File: src/rtl/ptw_pkg.sv
package ptw_pkg;

    typedef enum logic [2:0] {
        WS_IDLE  = 3'd0,
        WS_ISSUE = 3'd1,
        WS_WAIT  = 3'd2,
        WS_DONE  = 3'd3,
        WS_FAULT = 3'd4
    } walk_state_e;

endpackage

File: src/rtl/ptw_addr_gen.sv
module ptw_addr_gen #(
    parameter int VA_W      = 32,
    parameter int PAGE_BITS = 12,
    parameter int PTE_BYTES = 4
) (
    input  logic [VA_W-1:0] base_i,
    input  logic [VA_W-1:0] vaddr_i,
    output logic [VA_W-1:0] entry_addr_o
);
    localparam int VPN_W = VA_W - PAGE_BITS;
    localparam int SHIFT = $clog2(PTE_BYTES);

    logic [VPN_W-1:0] vpn;
    logic [VA_W-1:0]  vpn_ext;
    logic [VA_W-1:0]  byte_off;

    always_comb begin
        vpn          = vaddr_i[VA_W-1:PAGE_BITS];
        vpn_ext      = {{PAGE_BITS{1'b0}}, vpn};
        byte_off     = vpn_ext << SHIFT;
        entry_addr_o = base_i + byte_off;
    end
endmodule

File: src/rtl/ptw_pte_decode.sv
module ptw_pte_decode #(
    parameter int PTE_W     = 32,
    parameter int VALID_POS = 31,
    parameter int PFN_W     = 20
) (
    input  logic [PTE_W-1:0] pte_i,
    output logic             present_o,
    output logic [PFN_W-1:0] pfn_o
);
    always_comb begin
        present_o = pte_i[VALID_POS];
        pfn_o     = pte_i[PFN_W-1:0];
    end
endmodule

File: src/rtl/ptw_ctrl.sv
module ptw_ctrl
    import ptw_pkg::*;
#(
    parameter int VA_W      = 32,
    parameter int PAGE_BITS = 12,
    parameter int PFN_W     = 20,
    parameter int PA_W      = PFN_W + PAGE_BITS
) (
    input  logic             clk,
    input  logic             rst_n,
    input  logic             req_valid_i,
    input  logic [VA_W-1:0]  req_vaddr_i,
    input  logic [VA_W-1:0]  base_i,
    input  logic             mem_ready_i,
    input  logic             rsp_valid_i,
    input  logic             pte_present_i,
    input  logic [PFN_W-1:0] pte_pfn_i,
    output logic             req_ready_o,
    output logic             mem_valid_o,
    output logic [VA_W-1:0]  held_vaddr_o,
    output logic [VA_W-1:0]  held_base_o,
    output logic             done_o,
    output logic             fault_o,
    output logic [PA_W-1:0]  paddr_o
);
    typedef struct packed {
        walk_state_e      st;
        logic [VA_W-1:0]  vaddr;
        logic [VA_W-1:0]  base;
        logic [PA_W-1:0]  paddr;
    } walk_regs_t;

    walk_regs_t r_d, r_q;

    always_comb begin
        r_d = r_q;
        unique case (r_q.st)
            WS_IDLE: begin
                if (req_valid_i) begin
                    r_d.st    = WS_ISSUE;
                    r_d.vaddr = req_vaddr_i;
                    r_d.base  = base_i;
                end
            end
            WS_ISSUE: begin
                if (mem_ready_i) begin
                    r_d.st = WS_WAIT;
                end
            end
            WS_WAIT: begin
                if (rsp_valid_i) begin
                    if (pte_present_i) begin
                        r_d.st    = WS_DONE;
                        r_d.paddr = {pte_pfn_i, r_q.vaddr[PAGE_BITS-1:0]};
                    end else begin
                        r_d.st = WS_FAULT;
                    end
                end
            end
            WS_DONE:  r_d.st = WS_IDLE;
            WS_FAULT: r_d.st = WS_IDLE;
            default:  r_d.st = WS_IDLE;
        endcase
    end

    always_ff @(posedge clk) begin
        if (!rst_n) begin
            r_q.st    <= WS_IDLE;
            r_q.vaddr <= '0;
            r_q.base  <= '0;
            r_q.paddr <= '0;
        end else begin
            r_q <= r_d;
        end
    end

    always_comb begin
        req_ready_o  = (r_q.st == WS_IDLE);
        mem_valid_o  = (r_q.st == WS_ISSUE);
        done_o       = (r_q.st == WS_DONE);
        fault_o      = (r_q.st == WS_FAULT);
        held_vaddr_o = r_q.vaddr;
        held_base_o  = r_q.base;
        paddr_o      = r_q.paddr;
    end
endmodule

File: src/rtl/pt_walker.sv
module pt_walker #(
    parameter int VA_W      = 32,
    parameter int PAGE_BITS = 12,
    parameter int PTE_W     = 32,
    parameter int PFN_W     = 20,
    parameter int VALID_POS = 31
) (
    input  logic             clk,
    input  logic             rst_n,
    input  logic             req_valid,
    output logic             req_ready,
    input  logic [VA_W-1:0]  req_vaddr,
    input  logic [VA_W-1:0]  pt_base,
    output logic             mem_req_valid,
    input  logic             mem_req_ready,
    output logic [VA_W-1:0]  mem_req_addr,
    input  logic             mem_rsp_valid,
    input  logic [PTE_W-1:0] mem_rsp_data,
    output logic             xlate_done,
    output logic [PFN_W+PAGE_BITS-1:0] xlate_paddr,
    output logic             xlate_fault
);
    localparam int PA_W      = PFN_W + PAGE_BITS;
    localparam int PTE_BYTES = PTE_W / 8;

    logic             pte_present;
    logic [PFN_W-1:0] pte_pfn;
    logic [VA_W-1:0]  held_vaddr;
    logic [VA_W-1:0]  held_base;

    ptw_pte_decode #(
        .PTE_W    (PTE_W),
        .VALID_POS(VALID_POS),
        .PFN_W    (PFN_W)
    ) u_decode (
        .pte_i    (mem_rsp_data),
        .present_o(pte_present),
        .pfn_o    (pte_pfn)
    );

    ptw_ctrl #(
        .VA_W     (VA_W),
        .PAGE_BITS(PAGE_BITS),
        .PFN_W    (PFN_W),
        .PA_W     (PA_W)
    ) u_ctrl (
        .clk          (clk),
        .rst_n        (rst_n),
        .req_valid_i  (req_valid),
        .req_vaddr_i  (req_vaddr),
        .base_i       (pt_base),
        .mem_ready_i  (mem_req_ready),
        .rsp_valid_i  (mem_rsp_valid),
        .pte_present_i(pte_present),
        .pte_pfn_i    (pte_pfn),
        .req_ready_o  (req_ready),
        .mem_valid_o  (mem_req_valid),
        .held_vaddr_o (held_vaddr),
        .held_base_o  (held_base),
        .done_o       (xlate_done),
        .fault_o      (xlate_fault),
        .paddr_o      (xlate_paddr)
    );

    ptw_addr_gen #(
        .VA_W     (VA_W),
        .PAGE_BITS(PAGE_BITS),
        .PTE_BYTES(PTE_BYTES)
    ) u_addr (
        .base_i      (held_base),
        .vaddr_i     (held_vaddr),
        .entry_addr_o(mem_req_addr)
    );
endmodule

File: config.mk
export PLATFORM = sky130hd
export DESIGN_NAME = pt_walker
export DESIGN_NICKNAME = d
export VERILOG_FILES = /design/src/rtl/ptw_pkg.sv /design/src/rtl/ptw_addr_gen.sv /design/src/rtl/ptw_pte_decode.sv /design/src/rtl/ptw_ctrl.sv /design/src/rtl/pt_walker.sv
export SDC_FILE = /design/constraint.sdc
export NUM_CORES = 1
export LEC_CHECK = 0
export BUFFER_PORTS_ARGS = -buffer_cell sky130_fd_sc_hd__clkbuf_2
export CAP_MARGIN = 10
export CORE_MARGIN = 1.5
export CORE_UTILIZATION = 56
export CTS_BUF_LIST = sky130_fd_sc_hd__clkbuf_8 sky130_fd_sc_hd__clkbuf_16
export DETAILED_ROUTE_END_ITERATION = 7
export PLACE_DENSITY = 0.9
export SLEW_MARGIN = 30
export SYNTH_ARGS = -nofsm -noshare
export SYNTH_HDL_FRONTEND = slang
export SYNTH_SLANG_ARGS = --single-unit
File: constraint.sdc
create_clock -name clk -period 4.8 [get_ports clk]
set_input_delay 0.96 -clock clk [delete_from_list [all_inputs] [get_ports clk]]
set_output_delay 0.96 -clock clk [all_outputs]
set_load 0.005 [all_outputs]
# [After elaboration in Yosys (flattened, before gate mapping)]
# Cells that the tools add are included.
[classes] n_addsub=1 n_mul=0 div_mod_pow=0 n_lt_le_gt_ge=0 eq_ne=7 n_shift=0 muxes=5 n_bitwise=0 n_reduce_logical=4
[op_table] operator="$mux W67" n=1
[op_table] operator="$add A32 B22 Y32" n=1
[op_table] operator="$mux W3" n=3
[op_table] operator="$pmux W3 S3" n=1
[op_table] operator="$eq A3 B2 Y1 const B" n=2
[op_table] operator="$reduce_and A3 Y1" n=2
[op_table] operator="$ne A2 B2 Y1 const B" n=2
[op_table] operator="$eq A3 B1 Y1 const B" n=1
[op_table] operator="$eq A3 B3 Y1 const B" n=1
[op_table] operator="$logic_not A3 Y1" n=1
[op_table] operator="$ne A2 B1 Y1 const B" n=1
[op_table] operator="$reduce_and A2 Y1" n=1
[word_totals] ff_bits=99 latchBits=0 mem_bits_rw=0 romBits=0 word_cells=21 memories=0

# [Longest topological paths before layout]
# Gate-level depths: netlist (run 1).
[depth] depth_word=3 depth_mapped=9

# [Cells and area by module]
# Synthesis (run 1) repeated with hierarchy kept, for this count alone.
[unflattened] hier_cells=781 hier_area_um2=6193.4
[modules_own_cells] module="ptw_ctrl" instances=1 cells_each=536 area_per_inst_um2=4548.1 seq_area_each_um2=1981.9
[modules_own_cells] module="ptw_addr_gen" instances=1 cells_each=224 area_per_inst_um2=1487.7 seq_area_each_um2=0.0
[modules_own_cells] module="ptw_pte_decode" instances=1 cells_each=21 area_per_inst_um2=157.7 seq_area_each_um2=0.0

# [Least setup slack after synthesis (run 1)]
# Ideal clock, no wire load.
[synth_timing] path_type="reg2out" from="reg u_ctrl.r_q (netlist bit u_ctrl.held_vaddr_o[12])" to="out mem_req_addr[20]" arrival_time_ns=1.958 path_slack_ns=1.882 path_stages_with_launch=10 path_cell_list="dfxtp_1 > ha_1 > inv_1 > fa_1 > nand2b_1 > a21oi_2 > o211ai_1 > a31oi_2 > nor4_1 > a311oi_1"
[synth_via] elab_chain_len=1
[synth_rtl] element="start: declaration" line_no="ptw_ctrl.sv:33" source="walk_regs_t r_d, r_q;"
[synth_rtl] element="start signal: assignment" line_no="ptw_ctrl.sv:73" source="r_q <= r_d;"
[synth_rtl] element="$add A32 B22 Y32" line_no="ptw_addr_gen.sv:21" source="entry_addr_o = base_i + byte_off;"
[synth_rtl] element="end: declaration" line_no="pt_walker.sv:16" source="output logic [VA_W-1:0] mem_req_addr,"
# Every way passes these cells.

# [Worst setup path after layout (run 1)]
# Same ends and word-level chain as after synthesis.

==> results.json, run 1 <==
{
  "synth_edf_count": 0,
  "ys_ff_latch": 99,
  "r2r-end": "u_ctrl.held_vaddr_o[31]",
  "cts_setup_buffers": 0,
  "cts.sinks": 99,
  "drive_above_1_share": 0.2500,
  "p_comb_frac": 0.210,
  "final_max_slew_viol_count": 0,
  "grt_overflow_total": 0,
  "rows": 35,
  "synthArstFlopShare": 0,
  "p_int_uw": 1263,
  "ant_nets": 0,
  "synthTopCellsByCount": "220 x nand2_1, 99 x dfxtp_1, 84 x a21boi_0, 34 x buf_4, 23 x a21oi_1",
  "ys.flop_type": "dfxtp_1",
  "tritoncts.num_buffers": 9,
  "regArea_sq_mm": 0.001982,
  "holdWs_ps": 456.6,
  "ctsResizeCount": 0,
  "cp.arrival_ps": 2820,
  "ys_top_cells_by_area": "dfxtp_1 37%, nand2_1 16%, a21boi_0 12%, buf_4 4.8%, ha_1 4.7%",
  "slew_headroom": 0.5323,
  "setup_tns_ps": 0,
  "critPathKind": "reg2out",
  "min_to": "u_ctrl.paddr_o[9]",
  "route.vias.total": 4775,
  "drv_cap": 0,
  "fin_crit_ps": 3781,
  "syn_to_final_growth_pct": 14.01,
  "avgSynthCellArea_sq_um": 7.907,
  "finalWorstSetupSlack_ps": 1019,
  "die_h_microns": 100.5,
  "synth_area_leader_cell": "dfxtp_1",
  "setup_violations": 0,
  "initial_core_util": 0.5759,
  "hold_depth": 2,
  "hp-start": "u_ctrl.held_vaddr_o[9]",
  "fmax_ghz": 0.2645,
  "ys_warn_count": 0,
  "drt-total-wl_microns": 12130,
  "reg2reg_from": "u_ctrl.r_q[98]",
  "cp_data_required_time_ps": 3840,
  "switchingPower_uw": 524.9,
  "grt_pass1_vias": 4586,
  "dieWidth_microns": 100.5,
  "period_share": 0.7876,
  "placed_area_sq_mm": 0.005877,
  "clock_skew_ps": 6.636,
  "viasPerCell": 5.276,
  "cts_hold_buf": 0,
  "fill_cells": 776,
  "synth_cells": 673,
  "outcome": "complete, no violations",
  "pwr-share-clk": 0.281,
  "io_pins": 169,
  "finalInstanceArea_sq_mm": 0.006067,
  "coreArea_sq_mm": 0.009240,
  "grt_pass1_wl_microns": 19830,
  "swShare": 0.2936,
  "io_buffers": 157,
  "worstSetupEndpointType": "output pin",
  "cts_tree": "built",
  "path_clk_slew_ps": 90,
  "min_path_type": "reg2reg",
  "place_hpwl_microns": 9095,
  "grt_use_total": 0.2412,
  "powerDensity_mw_per_mm2": 294.6,
  "syn_area_sq_mm": 0.005321,
  "cts_root_buffer": "clkbuf_8",
  "dr.pass1.iters": 4,
  "drc_errors": 0,
  "h-tree-depth": 3,
  "ys_seq_area_frac": 0.3724,
  "drt_iter0_markers": 143,
  "ys_types": 54,
  "peakVddDrop_mv": 0.2491,
  "wl_per_cell_microns": 13.40,
  "synth_most_common_cell": "nand2_1",
  "timing_hold_violations_final": 0,
  "power_frac_seq": 0.509,
  "n_antenna_cell": 0,
  "fin_nets": 893,
  "synth_nets": 795,
  "die-area_sq_mm": 0.01010,
  "reg2reg_slack_ps": 2960,
  "reg2reg_depth": 4,
  "path_max_fanout": 4,
  "worstSkewPairLatency_ps": 350,
  "pre_cts_ws_ps": 1438,
  "place_congestion": 0.8546,
  "start_kind": "flip-flop",
  "rsz0062_at_grt": "false",
  "p_leak_uw": 0.002698,
  "grt_start_max_net_pins": 66,
  "multi_input_area_sq_mm": 0.002903,
  "antenna_found_initial": 0,
  "worst_pin_slew_ps": 701.5,
  "clk_path_buf_depth": 2,
  "synth_top_area_share": 0.3724
}
-- cell usage in the layout, fill, tap and decap left out, types with 3 or more instances in the layout --
master	n
xnor2_1	16
and3_1	5
xor2_1	8
nand3_1	7
nor2_1	21
nand2b_1	3
clkbuf_8	12
nand2_1	218
ha_1	20
a21oi_1	23
dfxtp_1	99
a21o_1	7
a21oi_2	3
o21ai_0	5
inv_1	11
a21boi_0	84
nand4_1	6
and2_1	3
clkbuf_2	157
o211ai_1	6
a21boi_1	13
-- through the flow --
stage | total power [uW] | std cells | utilization
2_1_floorplan | 1174 | 673 | -
6_report | 1788 | 905 | 0.6566
4_1_cts | 1796 | 905 | 0.6566
5_1_grt | 1886 | 905 | 0.6566
3_5_place_dp | 1302 | 889 | 0.6360
3_3_place_gp | 1284 | 889 | 0.6349
-- power by group through the flow --
stage          clock, uW  combinational, uW  sequential, uW
2_1_floorplan          0                258             916
3_3_place_gp           0                359             925
3_5_place_dp           0                373             929
4_1_cts              511                375             910
5_1_grt              548                421             917
6_report             502                375             911
-- worst max-delay path by stage --
stage / cells after the start / end / from / slack (ps)
finish: 10 / mem_req_addr[20] / u_ctrl.held_vaddr_o[12] / 1020
global route: 10 / mem_req_addr[20] / u_ctrl.held_vaddr_o[12] / 820
CTS: 10 / mem_req_addr[20] / u_ctrl.held_vaddr_o[12] / 1040
detailed placement: 10 / mem_req_addr[20] / u_ctrl.held_vaddr_o[12] / 1440
global placement: 10 / mem_req_addr[20] / u_ctrl.held_vaddr_o[12] / 1490
floorplan: 9 / mem_req_addr[20] / u_ctrl.held_vaddr_o[12] / 1880
-- critical path, stage by stage (launching register included) --
cell,delay (ps)
dfxtp_1,350
ha_1,170
inv_1,50
fa_1,420
nand2b_1,210
a21oi_2,260
o211ai_1,170
a31oi_2,280
nor4_1,70
a311oi_1,320
clkbuf_2,170
-- flip-flops by register name, indices dropped and copies added, names as in the netlist --
register,flops
u_ctrl.held_base_o,32
u_ctrl.held_vaddr_o,32
u_ctrl.paddr_o,32
u_ctrl.r_q,3
-- area by class of cell --
class | instances | area share
multi-input combinational | 493 | 0.4784
sequential | 99 | 0.3267
timing repair buffer | 158 | 0.1307
clock buffer | 12 | 0.02722
tap | 129 | 0.02660
inverter | 10 | 0.006187
clock inverter | 4 | 0.004125
-- routing by layer --
metal  up-vias  GRT usage  part of all wire
met5         -          0                 0
met4         0    0.08559             0.018
met3        21    0.05964             0.063
met2       163     0.4228              0.49
met1      2182     0.2872              0.43
li1       2409          -                 -
-- cells by family after synthesis --
group,synth area share
adders and majority gates,0.05079
buffers and inverters,0.08465
and+or+nand+nor,0.2243
muxes,0.003997
AOI/OAI and AO/OA,0.2243
DFF,0.3724
xor gates and xnor gates,0.03950
Power figures use the tool's default switching activity.
==> run 2: changes to the inputs <==
CORE_UTILIZATION = 52   (was 56)
PLACE_DENSITY = 0.84   (was 0.9)
clock period = 3.55 ns   (was 4.8 ns; I/O delays follow)
==> run 2 against run 1 <==
Against the previous run:
- count of clock-buffer cells in the layout decreased by 1
- clock skew hardly changed
- combinational power increased by 37%
- setup slack lost 840 ps
- flip-flop and latch count unchanged
- sequential power rose by 35%
- non-clock buffer count grew 4
- critical endpoint unchanged
- largest power group unchanged
==> results.json, run 2 (same netlist as run 1, synthesis figures left out) <==
{
  "outcome": "complete, no violations",
  "cp.arrival_ps": 2660,
  "clk_path_buf_depth": 2,
  "antenna_found_initial": 0,
  "start_kind": "flip-flop",
  "n_antenna_cell": 0,
  "setup_tns_ps": 0,
  "drv_cap": 0,
  "slew_headroom": 0.4066,
  "rsz0062_at_grt": "false",
  "final_cell_mix": "218 x nand2_1, 156 x clkbuf_2, 99 x dfxtp_1",
  "cp_cell_sequence": "ha_1 -> inv_1 -> fa_1 -> nand2b_4 -> a21oi_4 -> o211ai_1 -> a31oi_2 -> nor4_1 -> a311oi_1 -> clkbuf_2",
  "worstSkewPairLatency_ps": 350,
  "path_max_fanout": 4,
  "cts_tree": "built",
  "grt_pass1_vias": 4765,
  "min_path_type": "reg2reg",
  "use_met3": 0.04323,
  "route.vias.total": 4764,
  "grt_start_max_net_pins": 74,
  "viasPerCell": 5.218,
  "worstSetupEndpointType": "output pin",
  "place_hpwl_microns": 9180,
  "io_pins": 169,
  "drt-total-wl_microns": 12390,
  "worst_pin_slew_ps": 887.0,
  "dr.pass1.iters": 5,
  "ant_nets": 0,
  "die-area_sq_mm": 0.01085,
  "cts.sinks": 99,
  "grt_pass1_wl_microns": 20670,
  "final_max_slew_viol_count": 0,
  "initial_core_util": 0.5394,
  "grt_overflow_total": 0,
  "finalInstanceArea_sq_mm": 0.006150,
  "fin_util": 0.6234,
  "drive_above_1_share": 0.2551,
  "fmax_ghz": 0.2966,
  "layout_commonest_cell": "nand2_1",
  "wl_per_cell_microns": 13.57,
  "syn_to_final_growth_pct": 15.57,
  "drt_iter0_markers": 177,
  "p_leak_uw": 0.002745,
  "place_congestion": 0.8440,
  "path_clk_slew_ps": 90,
  "cp_data_required_time_ps": 2840,
  "grt_use_total": 0.2294,
  "powerDensity_mw_per_mm2": 413.3,
  "cts_hold_buf": 0,
  "placed_area_sq_mm": 0.005901,
  "h-tree-depth": 3,
  "setup_violations": 0,
  "drc_errors": 0,
  "met1_usage": 0.2650,
  "io_buffers": 157,
  "max_stage_delay_ps": 430,
  "rows": 36,
  "fill_cells": 851,
  "cp_slowest_cell": "fa_1",
  "fin_crit_ps": 3371,
  "cts_root_buffer": "clkbuf_8",
  "timing_hold_violations_final": 0,
  "tritoncts.num_buffers": 9,
  "peakVddDrop_mv": 0.2757,
  "critPathKind": "reg2out",
  "met2_usage": 0.3997,
  "die_h_microns": 104.2,
  "grt_busiest_layer": "met2",
  "dieWidth_microns": 104.2,
  "clock_skew_ps": 7.012,
  "coreArea_sq_mm": 0.009864,
  "fin_nets": 897,
  "period_share": 0.9496
}
==> run 2: changes by cell type in the layout (fill, tap and decap cells not counted), sizes merged <==
cell	before	now
clkinv	2	3
inv	11	10
buf	1	5
bufinv	0	2
clkbuf	169	168
clkinvlp	1	0
==> run 2: through the flow <==
stage	total power (uW)	worst slack, ps	std cells	hold slack (ps)
floorplan	1587	882.2	673	431.0
global placement	1743	510.9	896	439.0
detailed placement	1765	461.0	896	446.9
CTS	2558	43.25	912	459.3
global route	2673	27.56	913	484.2
finish	2541	178.8	913	456.2
==> run 2: layout make-up <==
type	count	area, sq um	area share
multi-input combinational	493	2912	0.4734
clock inverter	5	75.07	0.01221
tap	133	166.4	0.02706
timing repair buffer	162	825.8	0.1343
sequential	99	1982	0.3223
inverter	10	37.54	0.006104
clock buffer	11	151.4	0.02462
==> run 2: path summary, 6_finish.rpt <==
kind	startpoint	to	slack (ps)	depth (start not counted)
hold reg to reg	u_ctrl.held_vaddr_o[9]	u_ctrl.paddr_o[9]	460	2
setup reg to reg	u_ctrl.r_q[97]	u_ctrl.held_vaddr_o[28]	1640	5
setup / recovery	u_ctrl.held_vaddr_o[12]	mem_req_addr[20]	180	10
hold / removal	u_ctrl.held_vaddr_o[9]	u_ctrl.paddr_o[9]	460	2
==> run 2: per-layer routing <==
| metal | vias to the layer above | share of wire | routed length [microns] |
|---|---|---|---|
| met5 | - | 0 | 0 |
| met4 | 0 | 0.035 | 429 |
| met3 | 35 | 0.057 | 701 |
| met2 | 170 | 0.47 | 5870 |
| met1 | 2149 | 0.43 | 5390 |
| li1 | 2410 | - | - |
==> run 2: repair_timing <==
item | in CTS | in global routing
setup buffers | 0 | 1
endpoints found under the setup margin | 0 | 3
gates resized for setup | 0 | 2
==> run 2: worst max-delay path, delay by kind of cell (launching register included) <==
family	cells	cell delay [ps]
AND/OR/NAND/NOR	2	250
flip-flops	1	340
adder cells (fa/ha/maj)	2	610
buffers and inverters	2	230
AO/OA/AOI/OAI	4	870
==> run 2: power by group <==
group	total, uW	internal [uW]	switching, uW
combinational	514	222	292
clock	797	432	365
sequential	1230	1180	51.3
total	2540	1830	708
==> run 3: changes to the inputs <==
CAP_MARGIN = 40   (was 10)
CORE_UTILIZATION = 53   (was 52)
CTS_BUF_LIST = sky130_fd_sc_hd__clkbuf_16   (was sky130_fd_sc_hd__clkbuf_8 sky130_fd_sc_hd__clkbuf_16)
SYNTH_HIERARCHICAL = 1   (was unset)
==> run 3 against run 2 <==
Against the previous run:
- flip-flop and latch count unchanged
- wire length is 1.5% higher
- combinational power decreased by 12%
- cell count is 3.2% higher
- count of clock-buffer cells in the layout decreased by 2
- register-to-register slack improved by 60 ps
- sequential power hardly changed
- area after synthesis rose by 15%
- synthesized cell count increased by 14%
- utilization fell by 5.7 points
- clock power up 32%
- fmax barely moved
==> results.json, run 3 <==
{
  "outcome": "complete, no violations",
  "period_share": 0.9496,
  "syn_to_final_growth_pct": 5.064,
  "die_h_microns": 110.3,
  "crit_family": "compound AO/OA/AOI/OAI gates",
  "multi_input_area_sq_mm": 0.003048,
  "reg2reg_depth": 4,
  "cp_slowest_cell": "fa_1",
  "regArea_sq_mm": 0.001982,
  "place_hpwl_microns": 8886,
  "r2r-end": "u_ctrl/held_vaddr_o[18]",
  "cts_hold_buf": 0,
  "cts.sinks": 99,
  "path_depth": 10,
  "clk_path_buf_depth": 2,
  "critPathKind": "reg2out",
  "dr.pass1.iters": 5,
  "setup_tns_ps": 0,
  "grt_pass1_vias": 4389,
  "rows": 39,
  "grt_use_total": 0.2072,
  "cp.arrival_ps": 2660,
  "drt_iter0_markers": 212,
  "coreArea_sq_mm": 0.01132,
  "initial_core_util": 0.5391,
  "drv_cap": 0,
  "worst_pin_slew_ps": 766.7,
  "fin_nets": 917,
  "antenna_found_initial": 0,
  "pre_cts_ws_ps": 487.7,
  "slew_headroom": 0.4889,
  "p_leak_uw": 0.002829,
  "dieWidth_microns": 110.3,
  "power.total_uw": 2718,
  "cts_setup_buffers": 0,
  "fmax_ghz": 0.2967,
  "drc_errors": 0,
  "ant_nets": 0,
  "grt_overflow_total": 0,
  "io_buffers": 157,
  "peakVddDrop_mv": 0.2745,
  "final_max_slew_viol_count": 0,
  "avgSynthCellArea_sq_um": 7.937,
  "setup_violations": 0,
  "io_pins": 169,
  "max_stage_delay_ps": 410,
  "synth_nets": 891,
  "start_kind": "flip-flop",
  "reg2reg_slack_ps": 1700,
  "ctsResizeCount": 0,
  "powerDensity_mw_per_mm2": 423.9,
  "clock_skew_ps": 7.290,
  "grt_pass1_wl_microns": 19590,
  "cts_tree": "built",
  "grt_start_max_net_pins": 91,
  "finalWorstSetupSlack_ps": 179.1,
  "n_antenna_cell": 0,
  "rsz0062_at_grt": "false",
  "min_path_type": "reg2reg",
  "tritoncts.num_buffers": 9,
  "crit_buf_inv": 2,
  "min_to": "u_ctrl/held_base_o[0]",
  "synth_cells": 769,
  "wl_per_cell_microns": 13.35,
  "h-tree-depth": 3,
  "syn_area_sq_mm": 0.006103,
  "drt-total-wl_microns": 12570,
  "hold_depth": 2,
  "fin_crit_ps": 3371,
  "timing_hold_violations_final": 0,
  "hp-start": "u_ctrl/held_base_o[0]",
  "place_congestion": 0.9134,
  "ys_warn_count": 6,
  "worstSkewPairLatency_ps": 350,
  "fill_cells": 1071,
  "route.vias.total": 4884,
  "path_clk_slew_ps": 70,
  "viasPerCell": 5.185,
  "path_max_fanout": 5,
  "cp_cell_sequence": "ha_1 -> inv_1 -> fa_1 -> nor2b_2 -> o2111a_1 -> o31a_1 -> o211ai_4 -> a211oi_2 -> xor2_1 -> clkbuf_2",
  "layout_commonest_cell": "nand2_1",
  "cp_data_required_time_ps": 2840,
  "drive_above_1_share": 0.2365,
  "cts_root_buffer": "clkbuf_16",
  "reg2reg_from": "u_ctrl/r_q[97]",
  "final_cell_mix": "216 x nand2_1, 156 x clkbuf_2, 99 x dfxtp_1",
  "worstSetupEndpointType": "output pin",
  "die-area_sq_mm": 0.01217
}
run 3: cell count changes in the layout (fill, tap and decap cells not counted), sizes merged, moves of 8 or more:
cell,change
nor3,+9
mux2i,+31
inv,+8
nor2,-8
a21boi,-30
run 3: per-layer routing:
| metal | track usage | part of all wire |
|---|---|---|
| met2 | 0.3651 | 0.49 |
| met5 | 0 | 0 |
| met4 | 0.05769 | 0.011 |
| met1 | 0.2391 | 0.43 |
| met3 | 0.06820 | 0.067 |
run 3: worst max path at each step:
stage,from,slack [ps],end
after floorplan,u_ctrl/held_base_o[2],780,mem_req_addr[30]
after global placement,u_ctrl/held_vaddr_o[12],510,mem_req_addr[30]
after detailed placement,u_ctrl/held_vaddr_o[12],490,mem_req_addr[30]
after CTS,u_ctrl/held_vaddr_o[12],100,mem_req_addr[30]
after global routing,u_ctrl/held_vaddr_o[12],8,mem_req_addr[22]
final,u_ctrl/held_vaddr_o[12],180,mem_req_addr[30]
run 3: cell type report:
| class | count | area share |
|---|---|---|
| Tap cell | 143 | 0.02790 |
| Clock buffer | 9 | 0.03512 |
| Inverter | 15 | 0.008780 |
| Timing Repair Buffer | 163 | 0.1300 |
| Multi-Input combinational cell | 507 | 0.4753 |
| Clock inverter | 6 | 0.01385 |
| Sequential cell | 99 | 0.3091 |
run 3: where the power goes:
part	switching (uW)	internal (uW)
registers	45.4	1170
logic	252	201
clock network	435	618
total	732	1990
run 3: worst reg2reg max path, stage by stage (launching register included):
cell and delay [ps]:
dfxtp_1 410, or4b_2 690, buf_4 350, nand2_1 180
a21boi_0 100
run 3: metrics by stage:
step	utilization	hold slack, ps	cells	cell area [sq um]
finish	0.5664	451.9	942	6412
global route	0.5664	476.4	942	6412
detailed placement	0.5377	446.0	927	6087
CTS	0.5654	455.2	942	6401
global placement	0.5377	442.1	927	6087
floorplan	-	435.1	769	6103
